File: src/rtl/serial_sum5_pkg.sv
package serial_sum5_pkg;
    typedef enum logic {
        ST_IDLE = 1'b0,
        ST_RUN  = 1'b1
    } wctl_state_e;

    localparam int NUM_OPS  = 5;
    localparam int NUM_STGS = NUM_OPS - 1;
endpackage

File: src/rtl/bit_delay.sv
module bit_delay #(
    parameter int DEPTH = 1,
    parameter int WIDTH = 1
) (
    input  logic             clk,
    input  logic             rst,
    input  logic [WIDTH-1:0] d_i,
    output logic [WIDTH-1:0] q_o
);
    generate
        if (DEPTH == 0) begin : g_wire
            assign q_o = d_i;
        end else begin : g_regs
            logic [DEPTH-1:0][WIDTH-1:0] sr_q;
            always_ff @(posedge clk) begin
                if (rst) begin
                    sr_q <= '0;
                end else begin
                    sr_q[0] <= d_i;
                    for (int j = 1; j < DEPTH; j++) begin
                        sr_q[j] <= sr_q[j-1];
                    end
                end
            end
            assign q_o = sr_q[DEPTH-1];
        end
    endgenerate
endmodule

File: src/rtl/serial_fa_stage.sv
module serial_fa_stage #(
    parameter bit REG_SUM = 1'b0
) (
    input  logic clk,
    input  logic rst,
    input  logic clr_i,
    input  logic a_i,
    input  logic b_i,
    output logic sum_o
);
    logic carry_q;
    logic cin_eff;
    logic s_comb;
    logic co_comb;

    always_comb begin
        cin_eff = clr_i ? 1'b0 : carry_q;
        s_comb  = a_i ^ b_i ^ cin_eff;
        co_comb = (a_i & b_i) | (a_i & cin_eff) | (b_i & cin_eff);
    end

    always_ff @(posedge clk) begin
        if (rst) carry_q <= 1'b0;
        else     carry_q <= co_comb;
    end

    generate
        if (REG_SUM) begin : g_reg
            logic sum_q;
            always_ff @(posedge clk) begin
                if (rst) sum_q <= 1'b0;
                else     sum_q <= s_comb;
            end
            assign sum_o = sum_q;
        end else begin : g_comb
            assign sum_o = s_comb;
        end
    endgenerate


    carry_clr_chk: assert property (@(posedge clk) disable iff (rst)
        (clr_i && !(a_i && b_i)) |=> !carry_q);
endmodule

File: src/rtl/word_ctrl.sv
module word_ctrl
    import serial_sum5_pkg::*;
#(
    parameter int WORD_W = 8
) (
    input  logic clk,
    input  logic rst,
    input  logic start_i,
    output logic active_o
);
    localparam int CW = $clog2(WORD_W + 1);

    wctl_state_e     state_q, state_n;
    logic [CW-1:0]   remain_q, remain_n;

    always_ff @(posedge clk) begin
        if (rst) begin
            state_q  <= ST_IDLE;
            remain_q <= '0;
        end else begin
            state_q  <= state_n;
            remain_q <= remain_n;
        end
    end

    always_comb begin
        state_n  = state_q;
        remain_n = remain_q;
        active_o = 1'b0;
        if (start_i) begin
            active_o = 1'b1;
            remain_n = CW'(WORD_W - 1);
            state_n  = ST_RUN;
        end else begin
            unique case (state_q)
                ST_IDLE: begin
                    remain_n = '0;
                end
                ST_RUN: begin
                    active_o = 1'b1;
                    remain_n = remain_q - 1'b1;
                    if (remain_q == CW'(1)) state_n = ST_IDLE;
                end
                default: state_n = ST_IDLE;
            endcase
        end
    end


    last_bit_chk: assert property (@(posedge clk) disable iff (rst)
        (state_q == ST_RUN && remain_q == CW'(1) && !start_i) |=> (state_q == ST_IDLE));
endmodule

File: src/rtl/serial_sum5.sv
module serial_sum5
    import serial_sum5_pkg::*;
#(
    parameter int WORD_W    = 8,
    parameter bit PIPELINED = 1'b1
) (
    input  logic                clk,
    input  logic                rst,
    input  logic                word_start,
    input  logic [NUM_OPS-1:0]  op_bit,
    output logic                sum_bit,
    output logic                sum_vld
);
    localparam int LAT = PIPELINED ? NUM_STGS : 0;

    logic [NUM_STGS:0]   chain;
    logic [NUM_STGS-1:0] stg_clr;
    logic [NUM_STGS-1:0] stg_b;
    logic                word_act;

    assign chain[0] = op_bit[0];

    genvar k;
    generate
        for (k = 0; k < NUM_STGS; k++) begin : g_stg
            bit_delay #(
                .DEPTH (PIPELINED ? k : 0),
                .WIDTH (2)
            ) u_align (
                .clk (clk),
                .rst (rst),
                .d_i ({word_start, op_bit[k+1]}),
                .q_o ({stg_clr[k], stg_b[k]})
            );
            serial_fa_stage #(
                .REG_SUM (PIPELINED)
            ) u_fa (
                .clk   (clk),
                .rst   (rst),
                .clr_i (stg_clr[k]),
                .a_i   (chain[k]),
                .b_i   (stg_b[k]),
                .sum_o (chain[k+1])
            );
        end
    endgenerate

    word_ctrl #(
        .WORD_W (WORD_W)
    ) u_ctrl (
        .clk      (clk),
        .rst      (rst),
        .start_i  (word_start),
        .active_o (word_act)
    );

    bit_delay #(
        .DEPTH (LAT),
        .WIDTH (1)
    ) u_vdly (
        .clk (clk),
        .rst (rst),
        .d_i (word_act),
        .q_o (sum_vld)
    );

    assign sum_bit = chain[NUM_STGS];

    generate
        if (PIPELINED) begin : g_pchk

            pipe_lat_chk: assert property (@(posedge clk) disable iff (rst)
                word_start |-> ##4 sum_vld);
        end else begin : g_cchk

            comb_vld_chk: assert property (@(posedge clk) disable iff (rst)
                word_start |-> sum_vld);
        end
    endgenerate


    sum_known_chk: assert property (@(posedge clk) disable iff (rst)
        sum_vld |-> !$isunknown(sum_bit));
endmodule

File: config.mk
export PLATFORM = sky130hd
export DESIGN_NAME = serial_sum5
export DESIGN_NICKNAME = d
export VERILOG_FILES = /design/src/rtl/serial_sum5_pkg.sv /design/src/rtl/bit_delay.sv /design/src/rtl/serial_fa_stage.sv /design/src/rtl/word_ctrl.sv /design/src/rtl/serial_sum5.sv
export SDC_FILE = /design/constraint.sdc
export NUM_CORES = 1
export LEC_CHECK = 0
export ABC_AREA = 1
export BUFFER_PORTS_ARGS = -buffer_cell sky130_fd_sc_hd__buf_2
export CAP_MARGIN = 10
export CORE_MARGIN = 5
export CORE_UTILIZATION = 54
export DETAILED_ROUTE_END_ITERATION = 10
export GPL_TIMING_DRIVEN = 0
export HOLD_SLACK_MARGIN = 0.02
export PLACE_DENSITY_LB_ADDON = 0.25
export SYNTH_ARGS = -nofsm -noshare
export SYNTH_HDL_FRONTEND = slang
export SYNTH_SLANG_ARGS = --single-unit
File: constraint.sdc
create_clock -name clk -period 1.1 [get_ports clk]
set_input_delay 0.22 -clock clk [delete_from_list [all_inputs] [get_ports clk]]
set_output_delay 0.22 -clock clk [all_outputs]
set_load 0.03 [all_outputs]
==> reports/summary.txt, run 1 <==
Status: finished, final reports clean
Period minus WS final: 1.05 ns
Logic pwr share: 9.2%
Post-synthesis instance total: 101
# nets final: 129
Fmax: 0.952 GHz
DR WL/cell: 8.71 um
Delay-heaviest family, CP: flip-flops
Routed vias/inst: 4.22
Worst path depth: 1
Final worst slack: 0.0497 ns
Area delta synth->final: 14.0%
Worst-case reg-to-reg path depth: 4
Syn_area_per_cell: 9.40 um^2
Iteration count of the initial detailed-routing pass: 3
Crit end category: primary output
First-pass GRT wire length: 2410 um
Hold Path Sink: g_stg[1].u_align.q_o[0]
Leakage power figure: 0.000493 uW
Worst r2r src: g_stg[2].u_align.q_o[1]
Sequential Power Share: 55.8%
Reg clk slew, reported paths: 0.14 ns
Setup repair bufs after CTS: 0
DRT iter0 DRCs: 3
Initial antenna violation count: 0
Number of buffers on the longest clock path: 2
Htree depth: 1
Number of synthesis warnings: 0
Worst Hold Launch: op_bit[2]
Power Internal: 1440 uW
Pre-CTS WS: 0.0108 ns
Clock skew: 0.00407 ns
Dpl hpwl: 905 um
I/O pins: 10
Worst hold stages: 3
Tot GR Track Use: 12.5%
Die Ht: 51.9 um
Relative slew slack: 91.2%
Chip width: 51.9 um
Max-Cap Viols: 0
Crit path max fanout: 1
CTS tree: built
Hold Fails Final Rpt: 0
Total grt overflow: 0
Setup TNS: 0 ns
Ant diodes: 0
Power density cells: 1700 mW/mm^2
GPL Wtd Cong: 0.694
Syn Nets: 115
Sequential fraction of the synthesis area: 54.8%
Final wirelength: 1210 um
DRT antenna net count: 0
Endpoints failing setup: 0
Row Count: 15
Clk root buf: clkbuf_4
Slew Viols, Final: 0
Clock sink count: 26
Critical Path Start Type: flop
Die Footprint: 0.00270 mm^2
Fillcell total: 151
Worst VDD drop: 0.00120 V
Remaining DRCs: 0
Worst-path cell chain: buf_2
Clock power share: 35.1%
Initial Util: 55.6%
WS Path Type: flop to primary output
RSZ-0062 raised after global routing: no
Reg2reg setup slack: 0.06 ns
#FFs+latches synth: 26
FF+latch area: 524 um^2
RR Endpoint: g_stg[2].u_fa.sum_o
Critical path's slowest cell: dfxtp_1
Largest stage delay, worst path: 0.33 ns
Syn Std Cell Area: 950 um^2
CTS Buf Count: 3
Sw frac: 21.6%
Layout cell share with drive strength beyond 1: 24.6%
Post-route total power: 1840 uW
Footprint of the multi-input gates: 300 um^2
Clock Latency Late Sink: 0.32 ns
Fin crit share: 95.5%
Hold Path Class: primary input to flop
Core footprint: 0.00171 mm^2
Worst EP arrival: 0.83 ns
IO buf count: 9
CP Data Required Time: 0.88 ns
Buf+Inv Stages, Crit Path: 1
Distinct cells, synth: 16
Largest net degree at the start of global routing: 16
Number of global-route vias before repair: 598
Via count: 586
P_sw: 396 uW
Tightest Pin Transition: 0.131 ns
-- sequential cells by signal, indices dropped and copies added, names as in the netlist --
name and flops:
g_stg.u_fa.sum_o 4, g_stg.u_align.g_regs.sr_q 3, u_vdly.g_regs.sr_q 3, u_vdly.q_o 1, u_ctrl.state_q 1, g_stg.u_align.q_o 6, u_ctrl.remain_q 4, g_stg.u_fa.carry_q 4
-- logic make-up (layout without fill, tap and decap cells) --
logic type | count (synthesis) | after routing | share of synthesized area [%]
AOI/OAI and AO/OA | 4 | 4 | 2.11
adders and majority gates | 6 | 6 | 11.1
buffers and inverters | 28 | 41 | 13.6
and+or+nand+nor | 37 | 37 | 18.4
DFF | 26 | 26 | 54.8
-- per-stage QoR --
step / hold slack [ns] / cell area, um^2 / instances / utilization [%]
6_report: 0.0876 / 1080 / 139 / 63.4
5_1_grt: 0.0886 / 1080 / 139 / 63.4
4_1_cts: 0.0764 / 1080 / 139 / 63.2
3_5_place_dp: 0.395 / 1030 / 135 / 60.1
3_3_place_gp: 0.390 / 1030 / 135 / 60.1
2_1_floorplan: 0.327 / 950 / 101 / -
-- cells in the final DEF (no fill, tap or decap), drive strengths merged, types with 2 or more instances in the layout --
master and count:
buf 11, dfxtp 26, inv 26, clkbuf 3, nand2 10, nor2 24
fa 4, ha 2, nand3 3, o21ai 3
-- worst reg2reg max path, cell delays in order, from the launching register on --
cell     delay (ns)
dfxtp_1        0.33
inv_2          0.05
nand2_1        0.06
fa_1           0.48
nor2_1         0.04
-- layout make-up --
| cell class | count | share of cell area [%] |
|---|---|---|
| Multi-Input combinational cell | 47 | 27.7 |
| Tap cell | 25 | 2.89 |
| Inverter | 26 | 9.02 |
| Timing Repair Buffer | 9 | 4.16 |
| Clock inverter | 1 | 2.77 |
| Clock buffer | 3 | 2.08 |
| Buffer | 2 | 2.89 |
| Sequential cell | 26 | 48.4 |
-- power groups by stage --
stage	clock network, uW	registers, uW	logic [uW]
2_1_floorplan	0	1050	119
3_3_place_gp	0	1040	159
3_5_place_dp	0	1040	169
4_1_cts	657	1020	171
5_1_grt	697	1030	202
6_report	643	1020	169
-- cell usage after synthesis --
cell,number,area (um^2)
a21oi_1,1,5.00
buf_12,1,20.0
buf_6,1,11.3
dfxtp_1,26,521
fa_1,4,80.1
ha_1,2,25.0
inv_1,25,93.8
inv_2,1,3.75
nand2_1,7,26.3
nand2_2,2,12.5
nand2_4,1,11.3
nand3_1,3,15.0
nor2_1,20,75.1
nor2_2,2,12.5
nor2_4,2,22.5
o21ai_0,3,15.0
-- how the worst max path moves through the flow --
stage                                 start                  end
CTS                     g_stg[3].u_fa.sum_o              sum_bit
floorplan           g_stg[2].u_align.q_o[1]  g_stg[2].u_fa.sum_o
global placement                 word_start  g_stg[0].u_fa.sum_o
global route             u_ctrl.remain_q[0]   u_ctrl.remain_q[2]
finish                  g_stg[3].u_fa.sum_o              sum_bit
detailed placement               word_start  g_stg[0].u_fa.sum_o
-- timing repair --
action	4_1_cts	5_1_grt
gates resized for setup	0	5
setup endpoints to repair	0	4
hold buffers	0	0
-- layer usage --
| layer | GRT usage (%) | vias to the layer above | routed length [um] |
|---|---|---|---|
| li1 | - | 310 | - |
| met2 | 20.1 | 10 | 588 |
| met5 | 0 | - | 0 |
| met4 | 9.61 | 0 | 38 |
| met1 | 14.5 | 262 | 523 |
| met3 | 2.58 | 4 | 61 |
Power figures use the tool's default switching activity.
==> inputs of run 2 (changes only) <==
CORE_UTILIZATION = 49   (was 54)
REMOVE_ABC_BUFFERS = 1   (was unset)
clock period = 0.9 ns   (was 1.1 ns; I/O delays follow)
==> reports/summary.txt, run 2 (synthesized netlist as in run 1, its figures left out) <==
WHS: 0.0572 ns (-0.0304 ns)
Largest stage delay, worst path: 0.48 ns (+0.15 ns)
Clk root buf: clkbuf_4
Commonest non-fill, non-tap cell in the layout: nor2_1
Max reg flops: 6 (unchanged)
DR WL/cell: 8.28 um (-5.0%)
Row Count: 16 (+1)
Worst EP arrival: 1.27 ns (+0.44 ns)
Worst r2r src: g_stg[1].u_align.q_o[1]
Die Ht: 54.0 um (+4.0%)
Total grt overflow: 0 (unchanged)
Final worst slack: -0.160 ns (-0.209 ns)
Remaining DRCs: 0 (unchanged)
Initial Util: 49.9% (-5.7 points)
Max-Cap Viols: 0 (unchanged)
DRT antenna net count: 0 (unchanged)
Clock Latency Late Sink: 0.31 ns (about the same)
Routed vias/inst: 4.21 (about the same)
Final wirelength: 1170 um (-3.6%)
Leakage power figure: 0.000496 uW (+0.74%)
DRT iter0 DRCs: 2 (-1)
CTS tree: built
Ant diodes: 0 (unchanged)
CTS Buf Count: 3 (unchanged)
First-pass GRT wire length: 2010 um (-17%)
Layout cell share with drive strength beyond 1: 40.4% (+16 points)
Buf+Inv Stages, Crit Path: 1 (unchanged)
GPL Wtd Cong: 0.700 (+0.95%)
Power density cells: 2000 mW/mm^2 (+18%)
Iteration count of the initial detailed-routing pass: 2 (-1)
Dpl hpwl: 828 um (-8.5%)
Endpoints failing setup: 9 (+9)
Hold Fails Final Rpt: 0 (unchanged)
CP startpoint: g_stg[1].u_align.q_o[1]
Delay-heaviest family, CP: adder cells
Hold Path Class: primary input to flop
Critical path's slowest cell: fa_1
Largest net degree at the start of global routing: 21 (+5)
Status: complete, but fails checks
Fin crit share: 118%
Fillcell total: 170 (+13%)
WS Path Type: flop to flop
Relative slew slack: 72.3% (-19 points)
Number of global-route vias before repair: 524 (-12%)
Chip width: 54.0 um (+4.0%)
Number of buffers on the longest clock path: 2 (unchanged)
Crit path max fanout: 2 (+1)
Via count: 594 (+1.4%)
Slew Viols, Final: 0 (unchanged)
Clock sink count: 26 (unchanged)
Fmax: 0.944 GHz
Initial antenna violation count: 0 (unchanged)
Period minus WS final: 1.06 ns
# nets final: 129 (unchanged)
CP Data Required Time: 1.11 ns (+0.23 ns)
Most frequent cells in the layout: nor2_1, inv_1, dfxtp_1, dfxtp_2
Tightest Pin Transition: 0.415 ns (+0.284 ns)
Worst Hold Launch: op_bit[3]
Final core occ: 59.7% (-3.6 points)
Critical Path Start Type: flop
I/O pins: 10 (unchanged)
IO buf count: 9 (unchanged)
Crit end category: flop
Worst-path cell chain: inv_2 > nand2_2 > fa_1 > nor2_1
Area delta synth->final: 19.6%
Tot GR Track Use: 9.65% (-2.9 points)
Die Footprint: 0.00292 mm^2 (+8.2%)
Clock skew: 0.00477 ns (+0.000708 ns)
Worst VDD drop: 0.00109 V (-9.8%)
Reg clk slew, reported paths: 0.14 ns (about the same)
Htree depth: 1 (unchanged)
Core footprint: 0.00190 mm^2 (+11%)
Failing checks: setup timing
RSZ-0062 raised after global routing: yes
[run 2: per-layer routing]
layer | share of wire, % | GRT usage [%] | routed length [um] | up-vias
met5 | 0 | 0 | 0 | -
met4 | 1.0 | 4.98 | 12 | 0
met3 | 4.5 | 3.32 | 53 | 2
met2 | 52 | 16.5 | 610 | 8
met1 | 42 | 10.4 | 490 | 275
li1 | - | - | - | 309
[run 2: what timing repair did]
| item | CTS | global route |
|---|---|---|
| resized for setup | 12 | 19 |
| hold buffers | 0 | 0 |
| buffers inserted | 1 | 1 |
| setup endpoints to repair | 12 | 13 |
| pin swaps | 3 | 4 |
[run 2: power by group]
part | switching, uW | internal, uW | total [uW]
Clock | 327 | 450 | 776
Combinational | 133 | 102 | 235
Sequential | 32.5 | 1230 | 1260
Total | 492 | 1780 | 2270
[run 2: worst register-to-register path, delay by kind of cell, from the launching register on]
family | cells | cell delay (ns)
flip-flops | 1 | 0.34
AND/OR/NAND/NOR | 2 | 0.09
adder cells (fa/ha/maj) | 1 | 0.48
buffers and inverters | 1 | 0.05
[run 2: stage by stage]
step	std cells	power, uW	setup TNS (ns)	instance area [um^2]	worst slack, ns
after global placement	135	1450	-1.44	997	-0.190
after global routing	141	2390	-1.21	1140	-0.191
after CTS	140	2250	-0.908	1080	-0.170
after detailed placement	135	1460	-1.59	997	-0.181
after floorplan	99	1400	-0.361	918	-0.117
final	141	2270	-0.774	1140	-0.160
[run 2: final timing paths]
kind                            slack [ns]  cells after the start                              end
worst max-delay path                 -0.16                      4              g_stg[1].u_fa.sum_o
worst min-delay path                  0.06                      3  g_stg[2].u_align.g_regs.sr_q[0]
worst max register to register       -0.16                      4              g_stg[1].u_fa.sum_o
worst min register to register        0.41                      2            u_vdly.g_regs.sr_q[1]
[run 2: area by class of cell]
class                   instances  area, um^2  area share (%)
clock buffers                   3        22.5            1.98
flip-flops and latches         26         532            46.8
clock inverters                 1        30.0            2.64
inverters                      26        97.6            8.59
multi-input cells              47         344            30.3
well taps                      27        33.8            2.97
repair buffers                 11        76.3            6.72
==> inputs of run 3 (changes only) <==
CORE_UTILIZATION = 30   (was 49)
SYNTH_HIERARCHICAL = 1   (was unset)
TNS_END_PERCENT = 10   (was unset)
==> reports/summary.txt, run 3 <==
Status: complete, but fails checks
Failing checks: setup timing
Count leader, synth: inv_1
Worst VDD drop: 0.000656 V (-40%)
Tot GR Track Use: 6.24% (-3.4 points)
Commonest non-fill, non-tap cell in the layout: inv_1
Reg clk slew, reported paths: 0.09 ns (-0.05 ns)
Ant diodes: 0 (unchanged)
Period minus WS final: 1.07 ns (+0.00656 ns)
Worst-path cell chain: inv_1 > nand2_1 > fa_2 > nor2_1
Setup TNS: -0.682 ns (+0.0920 ns)
WS Path Type: flop to flop
Largest net degree at the start of global routing: 27 (+29%)
Syn_area_per_cell: 8.71 um^2 (-7.4%)
Fmax: 0.938 GHz (-0.61%)
Worst EP arrival: 1.27 ns (about the same)
Setup repair bufs after CTS: 0 (-1)
Commonest register cell after synthesis: dfxtp_1
GPL Wtd Cong: 0.711 (+1.6%)
Synth top area share: 54.2% (-0.60 points)
Leading area contributor after synthesis: dfxtp_1
CTS tree: built
Hold Fails Final Rpt: 0 (unchanged)
Crit path max fanout: 1 (-1)
#FFs+latches synth: 29 (+12%)
DRT iter0 DRCs: 43 (+41)
Clock skew: 0.00658 ns (+0.00180 ns)
Chip width: 69.8 um (+29%)
Clk root buf: clkbuf_4
Post-synthesis instance total: 123 (+22%)
Core footprint: 0.00339 mm^2 (+78%)
Clock sink count: 29 (+12%)
CP Data Required Time: 1.10 ns (about the same)
Critical path's slowest cell: fa_2
Ys async rst share: 0% (unchanged)
Iteration count of the initial detailed-routing pass: 3 (+1)
Slew Viols, Final: 0 (unchanged)
Fin crit share: 118% (+0.73 points)
Pre-CTS WS: -0.182 ns (-0.00189 ns)
Post-cts hold buffer count: 0 (unchanged)
Final wirelength: 1330 um (+14%)
Initial Util: 31.6% (-18 points)
Row Count: 21 (+5)
Routed vias/inst: 3.62 (-14%)
Max-Cap Viols: 0 (unchanged)
Dpl hpwl: 906 um (+9.4%)
Top cells by count, synth: inv_1, dfxtp_1, nor2_1
Power density cells: 1920 mW/mm^2 (-4.0%)
Via count: 651 (+9.6%)
Number of enable flip-flop cells after synthesis: 0 (unchanged)
Critical Path Start Type: flop
Number of buffers on the longest clock path: 2 (unchanged)
Syn Std Cell Area: 0.00107 mm^2 (+13%)
Most frequent cells in the layout: inv_1, nor2_1, dfxtp_1, nand2_1, buf_2
Clock Latency Late Sink: 0.31 ns (about the same)
I/O pins: 10 (unchanged)
RSZ-0062 raised after global routing: yes
Relative slew slack: 70.9% (-1.5 points)
Endpoints failing setup: 8 (-1)
Tightest Pin Transition: 0.437 ns (+0.0219 ns)
Area delta synth->final: 12.9%
Number of global-route vias before repair: 596 (+14%)
Leakage power figure: 0.000564 uW (+14%)
WHS: 0.0634 ns (+0.00615 ns)
Number of synthesis warnings: 6 (+6)
Crit end category: flop
# nets final: 147 (+14%)
Total grt overflow: 0 (unchanged)
Htree depth: 2 (+1)
Distinct cells, synth: 11 (-5)
Sequential fraction of the synthesis area: 54.2% (-0.60 points)
Hold Path Class: primary input to flop
Largest stage delay, worst path: 0.51 ns (+0.03 ns)
DRT antenna net count: 0 (unchanged)
Final worst slack: -0.166 ns (-0.00656 ns)
Post-route total power: 2320 uW (+2.1%)
Die Footprint: 0.00487 mm^2 (+67%)
Die Ht: 69.8 um (+29%)
CTS Buf Count: 5 (+2)
Remaining DRCs: 0 (unchanged)
Layout cell share with drive strength beyond 1: 25.4% (-15 points)
DR WL/cell: 7.36 um (-11%)
IO buf count: 9 (unchanged)
Area contributors post-synth: dfxtp_1, inv_1, nor2_1
First-pass GRT wire length: 2360 um (+18%)
Initial antenna violation count: 0 (unchanged)
-- run 3: path summary, 6_finish.rpt --
| kind | slack [ns] | depth (start not counted) | endpoint | from |
|---|---|---|---|---|
| max | -0.17 | 4 | g_stg[2].u_fa/sum_o | g_stg[2].u_align/q_o[1] |
| min reg2reg | 0.40 | 2 | g_stg[2].u_align/q_o[1] | g_stg[2].u_align/g_regs.sr_q[1] |
| max reg2reg | -0.17 | 4 | g_stg[2].u_fa/sum_o | g_stg[2].u_align/q_o[1] |
| min | 0.06 | 3 | g_stg[1].u_align/q_o[0] | op_bit[2] |
-- run 3: stage by stage --
stage                     instance area (um^2)  util, %  cells
final                                     1210     35.7    180
after global routing                      1210     35.7    180
after CTS                                 1200     35.4    180
after detailed placement                  1130     33.3    172
after global placement                    1130     33.3    172
after floorplan                           1030        -    117
-- run 3: logic make-up (layout without fill, tap and decap cells) --
family	Yosys count	after routing	synth area share, %
fa+ha+maj	6	6	9.81
buf+inv	42	53	16.8
compound gates	3	3	2.45
simple gates	43	43	16.7
flops	29	29	54.2
-- run 3: repair_timing --
action	4_1_cts	5_1_grt
resized for setup	9	7
endpoints found under the setup margin	11	13
hold endpoints to repair	0	0
pin swaps	4	1
gates cloned	0	0
-- run 3: worst max-delay path: cells and delay by family (launching register included) --
| family | cells | cell delay (ns) |
|---|---|---|
| AND/OR/NAND/NOR | 2 | 0.09 |
| buffers and inverters | 1 | 0.04 |
| flip-flops | 1 | 0.31 |
| adder cells (fa/ha/maj) | 1 | 0.51 |
-- run 3: area by class of cell --
class / instances / area (um^2)
clock buffer: 6 / 41.3
inverter: 36 / 135
multi-input combinational: 52 / 320
sequential: 29 / 587
tap: 46 / 57.6
fill: 368 / 2180
clock inverter: 2 / 10.0
timing repair buffer: 9 / 57.6
-- run 3: power breakdown --
| part | total [uW] | switching [uW] | internal [uW] |
|---|---|---|---|
| logic | 211 | 126 | 84.5 |
| clock network | 724 | 427 | 297 |
| registers | 1380 | 26.5 | 1360 |
| total | 2320 | 580 | 1740 |
-- run 3: layer usage --
layer	up-vias	global-route usage (%)	routed length, um
li1	357	-	-
met1	285	6.24	605
met2	7	9.53	630
met3	2	3.77	73
met4	0	4.47	14
met5	-	0	0
